## config.mk

```make
export PLATFORM = sky130hd
export DESIGN_NAME = sfc_frame_rules
export DESIGN_NICKNAME = d
export VERILOG_FILES = /design/src/rtl/sfc_pkg.sv /design/src/rtl/sfc_frame_rules.sv
export SDC_FILE = /design/constraint.sdc
export NUM_CORES = 1
export LEC_CHECK = 0
export ABC_CLOCK_PERIOD_IN_PS = 4300
export BUFFER_PORTS_ARGS = -buffer_cell sky130_fd_sc_hd__buf_2
export CAP_MARGIN = 0
export CORE_AREA = 2 2 39 41
export DETAILED_ROUTE_END_ITERATION = 8
export DIE_AREA = 0 0 41 43
export PLACE_DENSITY = 0.61
export SYNTH_ARGS = -nofsm -noshare
export SYNTH_HDL_FRONTEND = slang
export SYNTH_SLANG_ARGS = --single-unit
```

## constraint.sdc

```tcl
create_clock -name vclk -period 4.3
set_input_delay 0.86 -clock vclk [all_inputs]
set_output_delay 0.86 -clock vclk [all_outputs]
set_load 0.05 [all_outputs]
```

## src/rtl/sfc_pkg.sv

```systemverilog
package sfc_pkg;

    // Beat geometry
    localparam int DATA_W  = 256;
    localparam int BYTES   = DATA_W / 8;
    localparam int DWORDS  = DATA_W / 32;
    localparam int HALF    = DWORDS / 2;
    localparam int OFF_W   = $clog2(DWORDS);

    // Sideband geometry: 8 flag bits, two end offsets, then byte parity
    localparam int PAR_LSB = 8 + 2 * OFF_W;
    localparam int SIDE_W  = PAR_LSB + BYTES;

    // Control part of the sideband word, MSB first
    typedef struct packed {
        logic [OFF_W-1:0] eoff1;
        logic [OFF_W-1:0] eoff0;
        logic [1:0]       disc;
        logic [1:0]       eop;
        logic             sptr1;
        logic             sptr0;
        logic [1:0]       sop;
    } side_t;

    // Outcome of one beat as seen by the framing rules
    typedef struct packed {
        logic       err;
        logic [1:0] done;
        logic [1:0] good;
        logic       open_nxt;
        logic       acc_nxt;
    } verdict_t;

    function automatic logic byte_odd_ok(input logic [7:0] b, input logic p);
        return ^{b, p};
    endfunction

endpackage

```

## src/rtl/sfc_frame_rules.sv

```systemverilog
module sfc_frame_rules
    import sfc_pkg::*;
(
    input  side_t             f,
    input  logic              cont,
    input  logic              acc_bad,
    input  logic [DWORDS-1:0] dw_bad,
    output verdict_t          v
);
    logic [OFF_W-1:0] sdw0;
    logic [OFF_W-1:0] bnd;
    logic             ok;
    logic             open_n;
    logic             keep1;
    logic             lane1;
    logic             par0;
    logic             par1;
    logic             bad0;
    logic             bad1;

    // Legality of the beat given the open state entering it
    always_comb begin
        ok     = 1'b0;
        open_n = 1'b0;
        keep1  = 1'b0;
        sdw0   = f.sptr0 ? OFF_W'(HALF) : '0;
        case ({cont, f.sop, f.eop})
            5'b1_00_00: begin ok = 1'b1; open_n = 1'b1; end
            5'b1_00_01: ok = 1'b1;
            5'b1_01_01: begin ok = (f.eoff0 < sdw0); open_n = 1'b1; keep1 = 1'b1; end
            5'b1_01_11: ok = (f.eoff0 < sdw0) && (f.eoff1 >= sdw0);
            5'b0_00_00: ok = 1'b1;
            5'b0_01_00: begin ok = 1'b1; open_n = 1'b1; end
            5'b0_01_01: ok = (f.eoff0 >= sdw0);
            5'b0_11_01: begin ok = (f.eoff0 < OFF_W'(HALF)); open_n = 1'b1; keep1 = 1'b1; end
            5'b0_11_11: ok = (f.eoff0 < OFF_W'(HALF)) && (f.eoff1 >= OFF_W'(HALF));
            default:    ok = 1'b0;
        endcase
        if (f.sop == 2'b11 && (f.sptr0 || !f.sptr1))
            ok = 1'b0;
    end

    // Split dwords between the first and second packet of the beat
    always_comb begin
        lane1 = (cont && f.sop[0]) || (f.sop == 2'b11);
        bnd   = cont ? sdw0 : OFF_W'(HALF);
        par0  = 1'b0;
        par1  = 1'b0;
        for (int j = 0; j < DWORDS; j++) begin
            if (lane1 && OFF_W'(j) >= bnd)
                par1 = par1 | dw_bad[j];
            else
                par0 = par0 | dw_bad[j];
        end
        bad0 = f.disc[0] | par0 | (cont & acc_bad);
        bad1 = (f.disc[1] & lane1) | par1;
    end

    always_comb begin
        v.err      = !ok;
        v.done     = ok ? f.eop : 2'b00;
        v.good     = (ok ? f.eop : 2'b00) & ~{bad1, bad0};
        v.open_nxt = ok & open_n;
        v.acc_nxt  = keep1 ? bad1 : bad0;
    end

endmodule

```

==> results of run 1 <==
## layout by cell type (no fill, tap or decap), drive strengths merged, types with 2 or more instances in the layout
cell / Yosys / routed
buf: 3 / 27
inv: 3 / 3
nor2: 4 / 4
nor2b: 2 / 2
nor3b: 3 / 3
nor4: 2 / 2
o21ai: 4 / 4
or4: 2 / 2
xnor2: 2 / 2
## final timing paths
kind	end	cells after the start	start	slack, ns
hold / removal	v[1]	3	f[5]	2.11
setup / recovery	v[2]	6	dw_bad[4]	1.22
## where the power goes
part | switching (mW) | total, mW | internal, mW
sequential | 0 | 0 | 0
clock | 0 | 0 | 0
combinational | 0.0223 | 0.0384 | 0.0161
## cell type report
cell class | instances | share of cell area [%]
inverter | 3 | 2.711
timing repair buffer | 27 | 32.53
multi-input combinational | 34 | 59.94
tap | 16 | 4.819
## metal layers
layer	global-route usage [%]	share of wire (%)
met3	0.5236	9.1
met5	0	0
met4	0	0
met1	13.92	40
met2	14.69	50
## synth_stat cells
master	instances
buf_2	2
o211ai_1	1
o21a_1	1
a221oi_2	1
a21o_1	1
nand3b_1	1
nand4_2	1
a211o_1	1
nor4_1	2
nand2b_1	1
nor2b_1	2
or4_4	2
nand2_1	1
o21ai_0	4
nor3_1	1
a32oi_1	1
nand3_1	1
buf_6	1
nor2_2	1
xnor2_1	2
nor2_1	3
a21oi_1	1
nor3b_2	1
o22a_1	1
mux2i_1	1
inv_1	3
nor3b_1	2
## worst max-delay path, delay by kind of cell
family | cells | cell delay, ns
and+or+nand+nor | 3 | 0.70
buffers and inverters | 2 | 0.36
AOI/OAI and AO/OA | 1 | 0.29
## cell families after synthesis
logic type,after synthesis
AND/OR/NAND/NOR,19
AO/OA/AOI/OAI,12
buffers and inverters,6
XOR/XNOR,2
multiplexers,1
==> flow_summary.ini, run 1 <==
[drt]
vias = 380
drt_iter0_drc = 5
drc = 0
wl_per_cell_um = 9.975
antenna_left = 0
drt_first_pass_iters = 4
wl_um = 798
vias_per_cell = 4.750

[sta]
finalSetupViolations = 0
fin_crit_ns = 3.079
maxSlewViolCount = 0
rsz0062_at_grt = false
worst_pin_slew_ns = 0.3050
fmaxAchievable_mhz = 324.8
setup_ws_ns = 1.221
tns_ns = 0
worst_hold_slack_ns = 2.111
finalHoldViolCount = 0
max_slew_margin_pct = 79.48
period_share_pct = 71.59

[synth]
synth_mux_area_share_pct = 3.556
syn_inst = 40
synth_top_cell_area_share_pct = 8.000
synth_cell_types = 27
synth.avg_cell_area_um2 = 7.038
synthTopCellsByArea = or4_4 8.0%, o21ai_0 7.1%, xnor2_1 6.2%
yosysSeqAreaShare_pct = 0
ys_warn_count = 0
synth-xor-area-share_pct = 6.222
syn_area_um2 = 281.5
synth_top_family_by_area = simple AND/OR/NAND/NOR gates
yosysTopAreaCell = or4_4
synth_nets = 64
synth_compound_area_share_pct = 31.56
synthAdderAreaFrac_pct = 0
synth-simple-area-share_pct = 47.11

[global_routing]
grt_pass1_vias = 314
grt_first_pass_wirelength_um = 1242
overflow = 0
grt_max_degree = 11
antenna_found_initial = 0
track_usage_pct = 9.191

[run]
cap_violations = 0

[finish]
num_antenna_cells = 0
multi_input_area_um2 = 249.0
num-nets-final = 90
fillers = 150
design_area_um2 = 415.4
regArea_um2 = 0
drive_above_1_share_pct = 51.56
stdcell_count = 80
nClkBuffers = 0
finish.utilization_pct = 30.02
flops_and_latches = 0
area_growth_pct = 47.56

[floorplan]
rows = 14
initial_core_util_pct = 20.34
io_pins = 31
fp.dieArea_um2 = 1763
die_h_um = 43
die_w_um = 41
coreArea_um2 = 1384

[worst_setup_path]
max_stage_delay_ns = 0.53
arrival_ns = 2.22
path_class = in2out
crit_top_cell = buf_2
cp_cell_sequence = buf_2, or4_4, a221oi_2, nand2_1, nor2_2, buf_2
start_kind = primary input
critPathSlowestCell = or4_4
required_ns = 3.44
end_kind = output port
cp_max_fo = 2

[cts]
cts_setup_buffers = 0
ctsResizeCount = 0
cts_hold_repair.buffers = 0

[power]
max-vdd-ir-drop_mv = 0.03031
powerDensity_nw_per_um2 = 92.51
leakage_nw = 0.1851
finalPower_mw = 0.03843

[placement]
pre_cts_slack_ns = 1.210
place_congestion = 0.7489
dp.cells = 80
postPlaceCellArea_um2 = 415.4
port_buffers = 27

[hold_path]
hold_path_class = in2out

[status]
status = completed
Note: power is estimated with default switching activity, not from simulation.
==> run 2, diff against run 1 <==
ABC_CLOCK_PERIOD_IN_PS = 3000   (was 4300)
clock period = 3 ns   (was 4.3 ns; I/O delays follow)
==> run 2 against run 1 <==
Net effect: die area is the same; utilization up 0.36 points; count of clock-buffer cells in the layout unchanged; worst hold slack got worse by 0.52 ns; via count is 0.53% higher; first-iteration DRC count unchanged; final cell count unchanged.
==> flow_summary.ini, run 2 (synthesis results as in run 1) <==
[global_routing]
grt_first_pass_wirelength_um = 1186
grt_max_degree = 11
grt_pass1_vias = 315
overflow = 0
track_usage_pct = 8.691
antenna_found_initial = 0

[finish]
nClkBuffers = 0
num_antenna_cells = 0
mostFrequentLayoutCells = 27 x buf_2, 4 x o21ai_0, 3 x inv_1, 3 x nor2_1
mostFrequentLayoutCell = buf_2
fillers = 158
regArea_um2 = 0
drive_above_1_share_pct = 53.13
num-nets-final = 90
area_growth_pct = 49.33
finish.utilization_pct = 30.38
flops_and_latches = 0

[drt]
antenna_left = 0
vias = 382
wl_per_cell_um = 10.25
vias_per_cell = 4.775
drc = 0
drt_iter0_drc = 5
drt_first_pass_iters = 2
wl_um = 820

[worst_setup_path]
end_kind = output port
start_kind = primary input
cp_cell_sequence = buf_2, or4_4, a221oi_2, nand2_1, nor2_2, buf_2
crit_family = simple AND/OR/NAND/NOR gates
cp_max_fo = 2
required_ns = 2.40
path_class = in2out
arrival_ns = 1.97
critPathSlowestCell = or4_4
crit_buf_inv = 2
crit_top_cell = buf_2
max_stage_delay_ns = 0.53

[sta]
setup_ws_ns = 0.4254
finalHoldViolCount = 0
fin_crit_ns = 2.575
max_slew_margin_pct = 78.88
fmaxAchievable_mhz = 388.4
worst_pin_slew_ns = 0.3140
finalSetupViolations = 0
maxSlewViolCount = 0
period_share_pct = 85.82
rsz0062_at_grt = false
tns_ns = 0

[power]
max-vdd-ir-drop_mv = 0.04612
powerDensity_nw_per_um2 = 133.3
internal-power_mw = 0.02312
leakage_nw = 0.1855
p_switching_mw = 0.03290
p_sw_share_pct = 58.73
power_frac_seq_pct = 0
p_clk_share_pct = 0
combPwrFrac_pct = 100.0

[floorplan]
die_w_um = 41
fp.dieArea_um2 = 1763
die_h_um = 43
io_pins = 31
rows = 14
coreArea_um2 = 1384
initial_core_util_pct = 20.34

[placement]
hpwl_um = 706.1
port_buffers = 27
pre_cts_slack_ns = 0.4290
place_congestion = 0.7894

[cts]
ctsResizeCount = 0
cts_setup_buffers = 0
cts_hold_repair.buffers = 0

[hold_path]
hold_path_class = in2out

[run]
cap_violations = 0

[status]
status = completed
[run 2: routing by layer]
layer,share of wire [%],track usage (%),vias up,wire length (um)
met5,0,0,-,0
met4,0,0,0,0
met3,11,0,0,88
met2,45,15.00,17,369
met1,44,12.34,166,362
li1,-,-,199,-
[run 2: per-stage QoR]
stage               total power [mW]  std cells  hold WS [ns]  instance area, um^2
floorplan                    0.03710         40         1.302                286.5
global placement             0.05505         80         1.590                420.4
CTS                          0.05632         80         1.591                420.4
global route                 0.06067         80         1.612                420.4
finish                       0.05602         80         1.586                420.4
detailed placement           0.05617         80         1.590                420.4
[run 2: final timing paths]
kind,startpoint,endpoint,slack [ns],cells past startpoint
worst max-delay path,dw_bad[4],v[2],0.43,6
worst min-delay path,f[5],v[1],1.59,3
[run 2: layout make-up]
cell class / count / area, um^2 / share of cell area [%]
multi-input combinational: 34 / 254.0 / 60.42
inverter: 3 / 11.26 / 2.679
tap: 16 / 20.02 / 4.762
timing repair buffer: 27 / 135.1 / 32.14
[run 2: power by group through the flow]
stage               sequential (mW)  clock [mW]  combinational (mW)
floorplan                         0           0              0.0371
global placement                  0           0              0.0550
detailed placement                0           0              0.0562
CTS                               0           0              0.0563
global route                      0           0              0.0607
finish                            0           0              0.0560
